## config.mk

```make
export PLATFORM = sky130hd
export DESIGN_NAME = cfg_stream_reader
export DESIGN_NICKNAME = d
export VERILOG_FILES = /design/src/rtl/cfgrd_pkg.sv /design/src/rtl/cfgrd_edge_sync.sv /design/src/rtl/cfgrd_array.sv /design/src/rtl/cfgrd_seq.sv /design/src/rtl/cfgrd_pulse.sv /design/src/rtl/cfg_stream_reader.sv
export SDC_FILE = /design/constraint.sdc
export NUM_CORES = 1
export LEC_CHECK = 0
export BUFFER_PORTS_ARGS = -buffer_cell sky130_fd_sc_hd__buf_2
export CORE_ASPECT_RATIO = 0.5
export CORE_UTILIZATION = 45
export DETAILED_ROUTE_END_ITERATION = 12
export PLACE_DENSITY = 0.65
export SKIP_LAST_GASP = 1
export SLEW_MARGIN = 20
export SYNTH_ARGS = -nofsm -noshare
export SYNTH_HDL_FRONTEND = slang
export SYNTH_SLANG_ARGS = --single-unit
```

## constraint.sdc

```tcl
create_clock -name clk -period 3.54 [get_ports clk]
set_clock_uncertainty 0.2 [all_clocks]
set_input_delay 0 -clock clk [delete_from_list [all_inputs] [get_ports clk]]
set_output_delay 0 -clock clk [all_outputs]
set_load 0.02 [all_outputs]
```

## src/rtl/cfgrd_pkg.sv

```systemverilog
`timescale 1ns/1ps
package cfgrd_pkg;

  typedef enum logic {
    MODE_SERIAL = 1'b0,
    MODE_BYTE   = 1'b1
  } out_mode_e;

  // Fixed array content: an affine pattern of the byte address.
  function automatic logic [7:0] content_byte(input int unsigned addr, input logic [7:0] seed);
    int unsigned v;
    v = (addr * 29 + 32'(seed)) % 256;
    return v[7:0];
  endfunction

endpackage

```

## src/rtl/cfgrd_edge_sync.sv

```systemverilog
`timescale 1ns/1ps
module cfgrd_edge_sync #(
  parameter int STAGES = 2
) (
  input  logic clk,
  input  logic rst_n,
  input  logic async_in,
  output logic rise_o
);

  logic [STAGES-1:0] sync_q, sync_d;
  logic              prev_q, prev_d;

  always_comb begin
    sync_d = {sync_q[STAGES-2:0], async_in};
    prev_d = sync_q[STAGES-1];
  end

  always_ff @(posedge clk or negedge rst_n) begin
    if (!rst_n) begin
      sync_q <= '0;
      prev_q <= 1'b0;
    end else begin
      sync_q <= sync_d;
      prev_q <= prev_d;
    end
  end

  assign rise_o = sync_q[STAGES-1] & ~prev_q;

endmodule

```

## src/rtl/cfgrd_array.sv

```systemverilog
`timescale 1ns/1ps
module cfgrd_array import cfgrd_pkg::*; #(
  parameter int          DEPTH  = 16,
  parameter int          ADDR_W = 4,
  parameter logic [7:0]  SEED   = 8'h5A
) (
  input  logic [ADDR_W-1:0] addr_i,
  output logic [7:0]        byte_o
);

  logic [7:0] rom [DEPTH];

  for (genvar i = 0; i < DEPTH; i++) begin : g_rom
    assign rom[i] = content_byte(i, SEED);
  end

  assign byte_o = rom[addr_i];

endmodule

```

## src/rtl/cfgrd_seq.sv

```systemverilog
`timescale 1ns/1ps
module cfgrd_seq #(
  parameter int DEPTH  = 16,
  parameter int ADDR_W = 4
) (
  input  logic              clk,
  input  logic              rst_n,
  input  logic              stb_i,
  input  logic              ce_n_i,
  input  logic              oe_rst_n_i,
  input  logic              byte_mode_i,
  output logic [ADDR_W-1:0] addr_o,
  output logic [2:0]        bit_o,
  output logic              done_o
);

  localparam logic [ADDR_W-1:0] LAST_ADDR = ADDR_W'(DEPTH - 1);

  logic [ADDR_W-1:0] addr_q, addr_d;
  logic [2:0]        bit_q, bit_d;
  logic              done_q, done_d;
  logic              step_en, byte_end;

  assign step_en  = stb_i & ~ce_n_i & ~done_q;
  assign byte_end = byte_mode_i | (bit_q == 3'd7);

  always_comb begin
    addr_d = addr_q;
    bit_d  = bit_q;
    done_d = done_q;
    if (!oe_rst_n_i) begin
      addr_d = '0;
      bit_d  = '0;
      done_d = 1'b0;
    end else if (step_en) begin
      if (byte_end) begin
        bit_d = '0;
        if (addr_q == LAST_ADDR) begin
          done_d = 1'b1;
        end else begin
          addr_d = addr_q + 1'b1;
        end
      end else begin
        bit_d = bit_q + 3'd1;
      end
    end
  end

  always_ff @(posedge clk or negedge rst_n) begin
    if (!rst_n) begin
      addr_q <= '0;
      bit_q  <= '0;
      done_q <= 1'b0;
    end else begin
      addr_q <= addr_d;
      bit_q  <= bit_d;
      done_q <= done_d;
    end
  end

  assign addr_o = addr_q;
  assign bit_o  = bit_q;
  assign done_o = done_q;

endmodule

```

## src/rtl/cfgrd_pulse.sv

```systemverilog
`timescale 1ns/1ps
module cfgrd_pulse #(
  parameter int PULSE_CYC = 100,
  parameter int CNT_W     = 7
) (
  input  logic clk,
  input  logic rst_n,
  input  logic req_i,
  output logic pulse_n_o
);

  localparam logic [CNT_W-1:0] LOAD = CNT_W'(PULSE_CYC);

  logic             req_q;
  logic [CNT_W-1:0] cnt_q, cnt_d;

  always_comb begin
    cnt_d = cnt_q;
    if (cnt_q != '0) begin
      cnt_d = cnt_q - 1'b1;
    end else if (req_i && !req_q) begin
      cnt_d = LOAD;
    end
  end

  always_ff @(posedge clk or negedge rst_n) begin
    if (!rst_n) begin
      req_q <= 1'b0;
      cnt_q <= '0;
    end else begin
      req_q <= req_i;
      cnt_q <= cnt_d;
    end
  end

  assign pulse_n_o = (cnt_q == '0);

endmodule

```

## src/rtl/cfg_stream_reader.sv

```systemverilog
`timescale 1ns/1ps
module cfg_stream_reader import cfgrd_pkg::*; #(
  parameter int         DEPTH         = 16,
  parameter logic [7:0] SEED          = 8'h5A,
  parameter int         SYNC_STAGES   = 2,
  parameter int         CLK_PERIOD_PS = 4000,
  parameter int         PULSE_NS      = 400
) (
  input  logic       clk,
  input  logic       rst_n,
  input  logic       cfg_clk,
  input  logic       ce_n,
  input  logic       oe_rst_n,
  input  logic       ctl_we,
  input  logic       ctl_par,
  input  logic       cfg_req,
  output logic [7:0] data_q,
  output logic       data_oe,
  output logic       ceo_n,
  output logic       rcfg_n
);

  localparam int ADDR_W    = (DEPTH > 1) ? $clog2(DEPTH) : 1;
  localparam int PULSE_CYC = (PULSE_NS * 1000) / CLK_PERIOD_PS;
  localparam int CNT_W     = $clog2(PULSE_CYC + 1);

  // Reset: asserted asynchronously, released on the second clock edge.
  logic [1:0] rst_pipe_q;
  logic       rst_sync_n;

  always_ff @(posedge clk or negedge rst_n) begin
    if (!rst_n) rst_pipe_q <= 2'b00;
    else        rst_pipe_q <= {rst_pipe_q[0], 1'b1};
  end
  assign rst_sync_n = rst_pipe_q[1];

  // Output mode bit.
  out_mode_e mode_q, mode_d;
  logic      byte_mode;

  always_comb begin
    mode_d = mode_q;
    if (ctl_we) mode_d = ctl_par ? MODE_BYTE : MODE_SERIAL;
  end

  always_ff @(posedge clk or negedge rst_sync_n) begin
    if (!rst_sync_n) mode_q <= MODE_SERIAL;
    else             mode_q <= mode_d;
  end
  assign byte_mode = (mode_q == MODE_BYTE);

  logic              cclk_rise;
  logic [ADDR_W-1:0] addr_q;
  logic [2:0]        bit_q;
  logic              done;
  logic [7:0]        cur_byte;
  logic              drive;

  cfgrd_edge_sync #(.STAGES(SYNC_STAGES)) u_sync (
    .clk      (clk),
    .rst_n    (rst_sync_n),
    .async_in (cfg_clk),
    .rise_o   (cclk_rise)
  );

  cfgrd_seq #(.DEPTH(DEPTH), .ADDR_W(ADDR_W)) u_seq (
    .clk         (clk),
    .rst_n       (rst_sync_n),
    .stb_i       (cclk_rise),
    .ce_n_i      (ce_n),
    .oe_rst_n_i  (oe_rst_n),
    .byte_mode_i (byte_mode),
    .addr_o      (addr_q),
    .bit_o       (bit_q),
    .done_o      (done)
  );

  cfgrd_array #(.DEPTH(DEPTH), .ADDR_W(ADDR_W), .SEED(SEED)) u_array (
    .addr_i (addr_q),
    .byte_o (cur_byte)
  );

  cfgrd_pulse #(.PULSE_CYC(PULSE_CYC), .CNT_W(CNT_W)) u_pulse (
    .clk       (clk),
    .rst_n     (rst_sync_n),
    .req_i     (cfg_req),
    .pulse_n_o (rcfg_n)
  );

  assign drive = ~ce_n & oe_rst_n & ~done;

  always_comb begin
    data_q = '0;
    if (drive) begin
      if (byte_mode) data_q = cur_byte;
      else           data_q = {7'b0, cur_byte[3'd7 - bit_q]};
    end
  end

  assign data_oe = drive;
  assign ceo_n   = ~(done & ~ce_n);

endmodule

```

==> impl_metrics.csv, run 1 <==
group,metric,value,unit
grt,grt_pass1_vias,999,
sta,worst_pin_slew,0.795,ns
grt,grt_use_total,0.189,
sta,max_freq,398,MHz
power,power_frac_clock,0.256,
die,die-area,3250,um2
grt,overflow,0,
power,power.leakage,0.751,nW
grt,grt_max_degree,21,
layout,drive_above_1_share,0.137,
sta,rsz0062_at_grt,"false",
grt,grt_use_met3,0.0467,
grt,busiest_layer,"met2",
place,port_buffers,18,
grt,met1_usage,0.234,
place,gp_congestion,0.834,
outcome,outcome,"complete, no violations",
logic_synthesis,netlist_area,1360,um2
detailed_routing,ant_nets,0,
logic_synthesis,synth_area_per_cell,9.03,um2
critical_path,worstPathArrival,2.31,ns
detailed_routing,wl_per_cell,12.8,um
clock_network,cts.sinks,22,
sta,setup_tns,0,ns
layout,nets,196,
critical_path,worst_setup_path_start_kind,"flip-flop",
power,p_per_area,431,nW/um2
detailed_routing,post-route-drc-count,0,
grt,antenna_found_initial,0,
critical_path,reg2reg_depth,6,
place,placedCellCount,200,
die,dieWidth,79.6,um
power,p_sw,0.215,mW
power,p_comb_frac,0.232,
clock_network,cts_buffer_depth,2,
clock_network,clock_tree.root_cell,"clkbuf_8",
detailed_routing,viasPerCell,5.58,
clock_network,tritoncts,"yes",
critical_path,timing.rr.start,"u_seq.bit_o[0]",
grt,gr-usage-met2,0.333,
layout,synthToLayoutAreaGrowth,18.6,%
sta,final.period_utilization,0.709,
place,post-place-ws,1.32,ns
layout,multiInputGateArea,751,um2
layout,antenna_cells,0,
power,seqPwrFrac,0.512,
layout,nFillCells,240,
critical_path,end_kind,"primary output",
sta,drv_slew,0,
sta,relSlewSlack,0.470,
sta,setup_viol,0,
critical_path,required,3.34,ns
logic_synthesis,ys_ff_latch,22,
detailed_routing,wl,2.72,mm
detailed_routing,num_vias,1183,
clock_network,clkSlewWorstSetupHoldPaths,0.07,ns
power,ir_drop,0.310,mV
grt,grt_first_pass_wirelength,4.46,mm
critical_path,worstReg2RegEnd,"u_seq.addr_o[2]",
die,rows,13,
critical_path,worstSetupPathType,"flip-flop to primary output",
critical_path,critPathLaunch,"u_seq.addr_o[2]",
sta,finalCriticalPeriod,2.51,ns
layout,layoutNonFillerInstCount,212,
logic_synthesis,synthCells,150,
critical_path,crit_fanout,16,
clock_network,insertion_delay,0.26,ns
logic_synthesis,yosysWarnings,0,
run,maxCapViolations,0,
logic_synthesis,ys_seq_area_frac,0.406,
critical_path,endpoint,"data_q[0]",
critical_path,ff2ff_setup_slack,1.43,ns
detailed_routing,first_pass_iters,4,
logic_synthesis,synth_fp_nets,170,
die,start_util,0.499,
worst_hold_path,min_path_type,"flip-flop to asynchronous set/reset pin",
clock_network,cts.htree.levels,1,
detailed_routing,initialDrtViolationCount,34,
clock_network,numCtsBuffers,3,
power,internal_power,0.477,mW
die,dieHeight,40.8,um
place,dpl.hpwl,1.95,mm
die,io_pins,19,
die,coreArea,2720,um2
sta,hold_viol_final,0,
layout,seq_area,551,um2
logic_synthesis,synth_cell_types,38,
power,switching_share,0.310,
sta,layout_setup_ws,1.03,ns
[timing repair]
item / in CTS / in global routing
resized for setup: 0 / 0
hold endpoints to repair: 16 / 0
hold buffers: 8 / 0
setup buffers: 0 / 0
[registers in the layout, summed over array words and instances, names as in the netlist]
name	count
u_sync.sync_q	2
u_sync.prev_q	1
u_seq.bit_o	3
u_pulse.cnt_q	7
u_seq.addr_o	4
u_seq.done_o	1
u_pulse.req_q	1
byte_mode	1
rst_pipe_q	2
[worst min path at each step]
stage                      from               end  slack (ns)  cells after the start
2_1_floorplan             rst_n     rst_pipe_q[0]       -0.50                      0
4_1_cts        u_sync.sync_q[0]  u_sync.sync_q[1]        0.15                      0
3_5_place_dp              rst_n     rst_pipe_q[0]       -0.41                      1
3_3_place_gp              rst_n     rst_pipe_q[1]       -0.41                      1
6_report          rst_pipe_q[1]  u_pulse.cnt_q[4]        0.13                      0
5_1_grt        u_sync.sync_q[0]  u_sync.sync_q[1]        0.17                      0
[through the flow]
stage	util	hold slack [ns]	area [um2]	total power, mW
after floorplan	-	-0.496	1360	0.466
after global placement	0.542	-0.415	1470	0.505
after detailed placement	0.542	-0.410	1470	0.509
after CTS	0.591	0.154	1610	0.695
after global routing	0.591	0.171	1610	0.739
final	0.591	0.134	1610	0.692
[layout by cell type, fill, tap and decap left out, types with 3 or more instances in the layout]
master,netlist,routed
ha_1,12,12
buf_2,1,18
nor2_1,12,12
nor2b_1,3,3
nor4_1,3,3
a211oi_1,3,3
nand3_1,7,7
a31oi_1,4,4
clkbuf_8,0,4
a21oi_1,9,9
dfrtp_1,22,22
inv_1,9,9
dlygate4sd3_1,0,8
or3_1,3,3
o21ai_0,9,9
nand2_1,9,9
nand2b_1,5,5
nor3_1,6,6
[cells in the mapped netlist]
cell type,number,share of area
inv_1,9,0.025
a2111oi_0,1,0.0065
o21ai_0,9,0.033
or4b_1,1,0.0074
a211o_1,2,0.013
nand3_1,7,0.026
and2_1,2,0.0092
buf_2,1,0.0037
nor3_1,6,0.022
nand2b_1,5,0.023
o22a_1,1,0.0065
xnor2_1,1,0.0065
ha_1,12,0.11
o211a_1,1,0.0074
nand3b_1,2,0.011
clkbuf_1,4,0.011
a311oi_1,1,0.0065
a31oi_1,4,0.018
o311a_1,1,0.0074
a211oi_1,3,0.017
a41oi_1,1,0.0065
and3_1,2,0.0092
nor4_1,3,0.014
xor2_1,2,0.013
nor2b_1,3,0.014
nand2_1,9,0.025
and3b_1,1,0.0065
or2_2,1,0.0046
nor4b_1,2,0.013
nor2_1,12,0.033
o31ai_1,1,0.0055
mux2_2,1,0.0083
a21oi_1,9,0.033
conb_1,1,0.0028
o22ai_1,2,0.0092
or3_1,3,0.014
dfrtp_1,22,0.41
o21a_1,2,0.011
[layout make-up]
cell class,instances,area share
clock buffers,4,0.0343
inverters,9,0.0210
multi-input cells,114,0.467
flip-flops and latches,22,0.343
well taps,37,0.0288
repair buffers,26,0.106
[cells by family (layout without fill, tap and decap cells)]
kind of cell               count (synthesis)  after routing  synth area share
AOI/OAI and AO/OA                         38             38             0.181
xor gates and xnor gates                   3              3            0.0194
adders and majority gates                 12             12             0.111
buffers and inverters                     14             39            0.0397
DFF                                       22             22             0.406
muxes                                      1              1           0.00831
other                                      1              1           0.00277
and+or+nand+nor                           59             59             0.232
[power groups by stage]
stage          Sequential (mW)  Combinational, mW  Clock (mW)
3_3_place_gp             0.354              0.150           0
6_report                 0.354              0.161       0.177
4_1_cts                  0.351              0.161       0.183
5_1_grt                  0.360              0.184       0.194
3_5_place_dp             0.355              0.154           0
2_1_floorplan            0.341              0.125           0
[per-layer routing]
metal  wire (um)  up-vias
met5           0        -
met4          21        0
met3          96        5
met2        1230       22
met1        1380      559
li1            -      597
[critical path, cell delays in order (launching register included)]
cell and delay [ns]:
dfrtp_1 0.66, inv_1 0.17, ha_1 0.30, nor2b_1 0.12, a31oi_1 0.07, a211o_1 0.33
a41oi_1 0.21, buf_2 0.19
No activity file was read; power rests on OpenSTA's default activity.
==> inputs of run 2 (changes only) <==
--- a/config.mk
+++ b/config.mk
@@ -9,7 +9,7 @@
 export CORE_ASPECT_RATIO = 0.5
 export CORE_UTILIZATION = 45
 export DETAILED_ROUTE_END_ITERATION = 12
-export PLACE_DENSITY = 0.65
+export PLACE_DENSITY = 0.68
 export SKIP_LAST_GASP = 1
 export SLEW_MARGIN = 20
 export SYNTH_ARGS = -nofsm -noshare
==> constraint.sdc (replaced) <==
create_clock -name clk -period 2.1 [get_ports clk]
set_clock_uncertainty 0.2 [all_clocks]
set_input_delay 0 -clock clk [delete_from_list [all_inputs] [get_ports clk]]
set_output_delay 0 -clock clk [all_outputs]
set_load 0.02 [all_outputs]
==> impl_metrics.csv, run 2 (synthesized netlist as in run 1, its figures left out) <==
group,metric,value,unit
outcome,outcome,"finished with violations",
outcome,violations,"negative setup slack",
clock_network,cts_buffer_depth,2,
critical_path,end_kind,"primary output",
sta,layout_setup_ws,-0.0476,ns
sta,rsz0062_at_grt,"true",
critical_path,cp.buffers_inverters,2,
detailed_routing,first_pass_iters,4,
power,total_power,1.23,mW
detailed_routing,num_vias,1226,
critical_path,worst_setup_path_start_kind,"flip-flop",
sta,drv_slew,0,
clock_network,numCtsBuffers,3,
detailed_routing,ant_nets,0,
die,dieHeight,40.8,um
critical_path,worstSetupPathType,"flip-flop to primary output",
detailed_routing,wl_per_cell,13.8,um
critical_path,cp.depth,7,
sta,setup_viol,1,
detailed_routing,wl,3.17,mm
sta,setup_tns,-0.0476,ns
die,start_util,0.499,
critical_path,crit_path_top_delay_cell,"dfrtp_1",
layout,mostFrequentLayoutCells,"20 x dfrtp_1, 17 x buf_2, 16 x buf_4",
layout,layout_commonest_cell,"dfrtp_1",
critical_path,critPathMaxStageDelay,0.40,ns
critical_path,crit_fanout,4,
die,die-area,3250,um2
power,p_per_area,668,nW/um2
die,coreArea,2720,um2
layout,nFillCells,207,
detailed_routing,viasPerCell,5.33,
layout,regMostFlops,"u_pulse.cnt_q",
power,power.leakage,0.846,nW
critical_path,required,1.90,ns
place,port_buffers,18,
clock_network,insertion_delay,0.26,ns
critical_path,worstPathArrival,1.95,ns
layout,synthToLayoutAreaGrowth,35.8,%
grt,grt_pass1_vias,1110,
grt,antenna_found_initial,0,
clock_network,cts.sinks,22,
worst_hold_path,min_path_type,"flip-flop to asynchronous set/reset pin",
run,maxCapViolations,0,
sta,finalCriticalPeriod,2.15,ns
sta,max_freq,466,MHz
clock_network,tritoncts,"yes",
clock_network,clkSlewWorstSetupHoldPaths,0.08,ns
grt,overflow,0,
place,gp_congestion,0.806,
place,dpl-instance-area,1570,um2
grt,grt_use_total,0.213,
clock_network,cts.htree.levels,1,
layout,nets,214,
critical_path,crit_chain,"inv_2 > ha_4 > xnor2_2 > or3_1 > o311a_1 > a41oi_2 > buf_4",
grt,grt_first_pass_wirelength,5.04,mm
grt,grt_max_degree,18,
layout,layoutNonFillerInstCount,230,
sta,final.period_utilization,1.02,
place,dpl.hpwl,2.13,mm
layout,largest_reg_flops,7,
critical_path,reg2reg_depth,4,
layout,antenna_cells,0,
sta,hold_viol_final,0,
layout,stdcell_area,1840,um2
detailed_routing,initialDrtViolationCount,43,
clock_network,clock_tree.root_cell,"clkbuf_8",
critical_path,crit_family,"flip-flops",
power,ir_drop,0.554,mV
die,rows,13,
die,dieWidth,79.6,um
detailed_routing,post-route-drc-count,0,
layout,drive_above_1_share,0.290,
place,placedCellCount,212,
die,io_pins,19,
[run 2: changes by cell type in the layout (fill, tap and decap cells not counted), moves of 2 or more]
cell / previous run / this run
inv_2: 0 / 3
ha_4: 0 / 2
dfrtp_1: 22 / 20
ha_1: 12 / 9
dfrtp_2: 0 / 2
inv_1: 9 / 6
buf_6: 0 / 2
buf_4: 0 / 16
[run 2: routing by layer]
metal	routed length [um]	vias up	GRT usage	part of all wire
met5	0	-	0	0
met4	55	0	0.0682	0.017
met3	111	8	0.0511	0.035
met2	1430	26	0.389	0.45
met1	1570	565	0.262	0.50
li1	-	627	-	-
[run 2: cell type report]
type | instances | area (um2) | area share
Inverter | 9 | 33.8 | 0.0184
Clock buffer | 4 | 55.1 | 0.0299
Multi-Input combinational cell | 114 | 835 | 0.453
Sequential cell | 22 | 553 | 0.300
Timing Repair Buffer | 44 | 318 | 0.173
Tap cell | 37 | 46.3 | 0.0252
[run 2: where the power goes]
group | internal (mW) | switching [mW]
clock | 0.167 | 0.137
combinational | 0.169 | 0.168
sequential | 0.503 | 0.0849
[run 2: final timing paths]
path,from,endpoint,slack (ns)
setup / recovery,u_seq.addr_o[1],data_q[0],-0.05
hold / removal,rst_pipe_q[1],u_seq.addr_o[3],0.02
setup reg to reg,u_seq.done_o,u_seq.addr_o[3],0.15
hold reg to reg,rst_pipe_q[1],u_seq.addr_o[3],0.02
max in group asynchronous,rst_pipe_q[1],u_seq.addr_o[2],1.14
min in group clk,rst_pipe_q[0],rst_pipe_q[1],0.15
[run 2: timing repair]
item	4_1_cts	5_1_grt
hold endpoints to repair	19	0
hold buffers	9	0
cloned	0	0
buffers inserted	5	0
resized for setup	14	8
endpoints found under the setup margin	1	4
pin swaps	7	3
[run 2: metrics by stage]
step | utilization | hold WS, ns | setup WS (ns)
final | 0.678 | 0.0220 | -0.0476
after global routing | 0.678 | 0.0756 | -0.140
after CTS | 0.665 | 0.0396 | -0.0185
after detailed placement | 0.578 | -0.412 | 0.116
after global placement | 0.578 | -0.414 | 0.140
after floorplan | - | -0.496 | 0.0499
==> inputs of run 3 (changes only) <==
--- a/config.mk
+++ b/config.mk
@@ -9,7 +9,7 @@
 export CORE_ASPECT_RATIO = 0.5
 export CORE_UTILIZATION = 45
 export DETAILED_ROUTE_END_ITERATION = 12
-export PLACE_DENSITY = 0.68
+export PLACE_DENSITY = 0.76
 export SKIP_LAST_GASP = 1
 export SLEW_MARGIN = 20
 export SYNTH_ARGS = -nofsm -noshare
==> impl_metrics.csv, run 3 (synthesized netlist as in run 1, its figures left out) <==
group,metric,value,unit
layout,synthToLayoutAreaGrowth,36.7,%
die,dieWidth,79.6,um
detailed_routing,wl_per_cell,13.7,um
layout,drive_above_1_share,0.277,
place,post-place-ws,0.0928,ns
power,p_sw,0.390,mW
outcome,violations,"negative setup slack",
detailed_routing,top_layer,"met3",
die,dieHeight,40.8,um
power,internal_power,0.926,mW
grt,grt_max_degree,17,
place,dpl-instance-area,1570,um2
detailed_routing,wl_met1,1.45,mm
die,die-area,3250,um2
grt,antenna_found_initial,0,
critical_path,worstSetupPathType,"flip-flop to primary output",
place,port_buffers,18,
critical_path,crit_fanout,4,
grt,grt_first_pass_wirelength,4.97,mm
detailed_routing,viasPerCell,5.51,
worst_hold_path,min_path_type,"flip-flop to asynchronous set/reset pin",
sta,hold_ws,0.00864,ns
power,switching_share,0.297,
critical_path,worst_setup_path_start_kind,"flip-flop",
clock_network,clock_tree.root_cell,"clkbuf_8",
layout,layout_commonest_cell,"dfrtp_1",
detailed_routing,dr_wl_met2,1.55,mm
die,start_util,0.499,
detailed_routing,first_pass_iters,4,
clock_network,cts_buffer_depth,2,
detailed_routing,met3_length,113,um
sta,drv_slew,0,
detailed_routing,initialDrtViolationCount,69,
layout,regMostFlops,"u_pulse.cnt_q",
detailed_routing,post-route-drc-count,0,
clock_network,insertion_delay,0.26,ns
die,rows,13,
power,power.leakage,0.845,nW
power,power_frac_clock,0.295,
sta,max_freq,455,MHz
die,io_pins,19,
power,seqPwrFrac,0.446,
grt,overflow,0,
clock_network,cts.htree.levels,1,
power,p_comb_frac,0.258,
clock_network,numCtsBuffers,3,
outcome,outcome,"finished with violations",
sta,layout_setup_ws,-0.0959,ns
place,gp_congestion,0.821,
grt,grt_pass1_vias,1095,
die,coreArea,2720,um2
critical_path,end_kind,"primary output",
power,p_per_area,711,nW/um2
detailed_routing,wl,3.12,mm
power,total_power,1.32,mW
run,maxCapViolations,0,
sta,hold_viol_final,0,
critical_path,required,1.90,ns
sta,rsz0062_at_grt,"true",
layout,largest_reg_flops,7,
grt,grt_use_total,0.207,
layout,stdcell_area,1850,um2
place,dpl.hpwl,2.20,mm
critical_path,worstPathArrival,2.00,ns
sta,setup_viol,1,
detailed_routing,ant_nets,0,
layout,antenna_cells,0,
sta,final.period_utilization,1.05,
detailed_routing,num_vias,1257,
layout,mostFrequentLayoutCells,"21 x dfrtp_1, 17 x buf_2, 14 x buf_4",
clock_network,clkSlewWorstSetupHoldPaths,0.08,ns
power,ir_drop,0.416,mV
layout,nets,212,
sta,finalCriticalPeriod,2.20,ns
clock_network,cts.sinks,22,
clock_network,tritoncts,"yes",
run 3: cell type report:
class                   instances  area [um2]
repair buffers                 42         303
well taps                      37        46.3
inverters                       9        36.3
multi-input cells             114         845
clock inverters                 1        30.0
fillers                       215         863
clock buffers                   3        41.3
flip-flops and latches         22         552
run 3: stage by stage:
step / instances / utilization / setup TNS, ns
after floorplan: 150 / - / 0
after global placement: 212 / 0.578 / 0
after detailed placement: 212 / 0.578 / 0
after CTS: 228 / 0.672 / -0.0507
after global routing: 228 / 0.682 / -0.144
final: 228 / 0.682 / -0.0959
run 3: worst paths after layout:
kind	end	slack (ns)	from	cells after the start
max	data_q[0]	-0.1	u_seq.addr_o[1]	7
min	u_pulse.cnt_q[4]	0.009	rst_pipe_q[1]	1
max reg2reg	u_seq.addr_o[2]	0.11	u_seq.done_o	4
min reg2reg	u_pulse.cnt_q[4]	0.009	rst_pipe_q[1]	1
max in group asynchronous	u_seq.addr_o[2]	1.07	rst_pipe_q[1]	1
min in group clk	rst_pipe_q[1]	0.15	rst_pipe_q[0]	0
run 3: repair_timing:
| item | CTS | global route |
|---|---|---|
| resized for setup | 15 | 6 |
| setup buffers | 3 | 0 |
| setup endpoints to repair | 1 | 8 |
| hold endpoints to repair | 19 | 0 |
| pin swaps | 6 | 1 |
| hold buffers | 9 | 0 |
run 3: critical path, stage by stage (launching register included):
cell and delay, ns:
dfrtp_1 0.41, inv_4 0.07, ha_1 0.18, and2_1 0.18, o22a_1 0.22, o311a_1 0.31, a41oi_2 0.18, buf_4 0.17
run 3: power by group through the flow:
stage	clock network (mW)	registers, mW	logic (mW)
3_5_place_dp	0	0.586	0.296
2_1_floorplan	0	0.575	0.212
4_1_cts	0.396	0.580	0.334
3_3_place_gp	0	0.583	0.278
5_1_grt	0.414	0.600	0.380
6_report	0.389	0.588	0.340
run 3: routing by layer:
| metal | vias up | GRT usage |
|---|---|---|
| li1 | 621 | - |
| met1 | 600 | 0.260 |
| met2 | 36 | 0.397 |
| met3 | 0 | 0.0400 |
| met4 | 0 | 0.0273 |
| met5 | - | 0 |
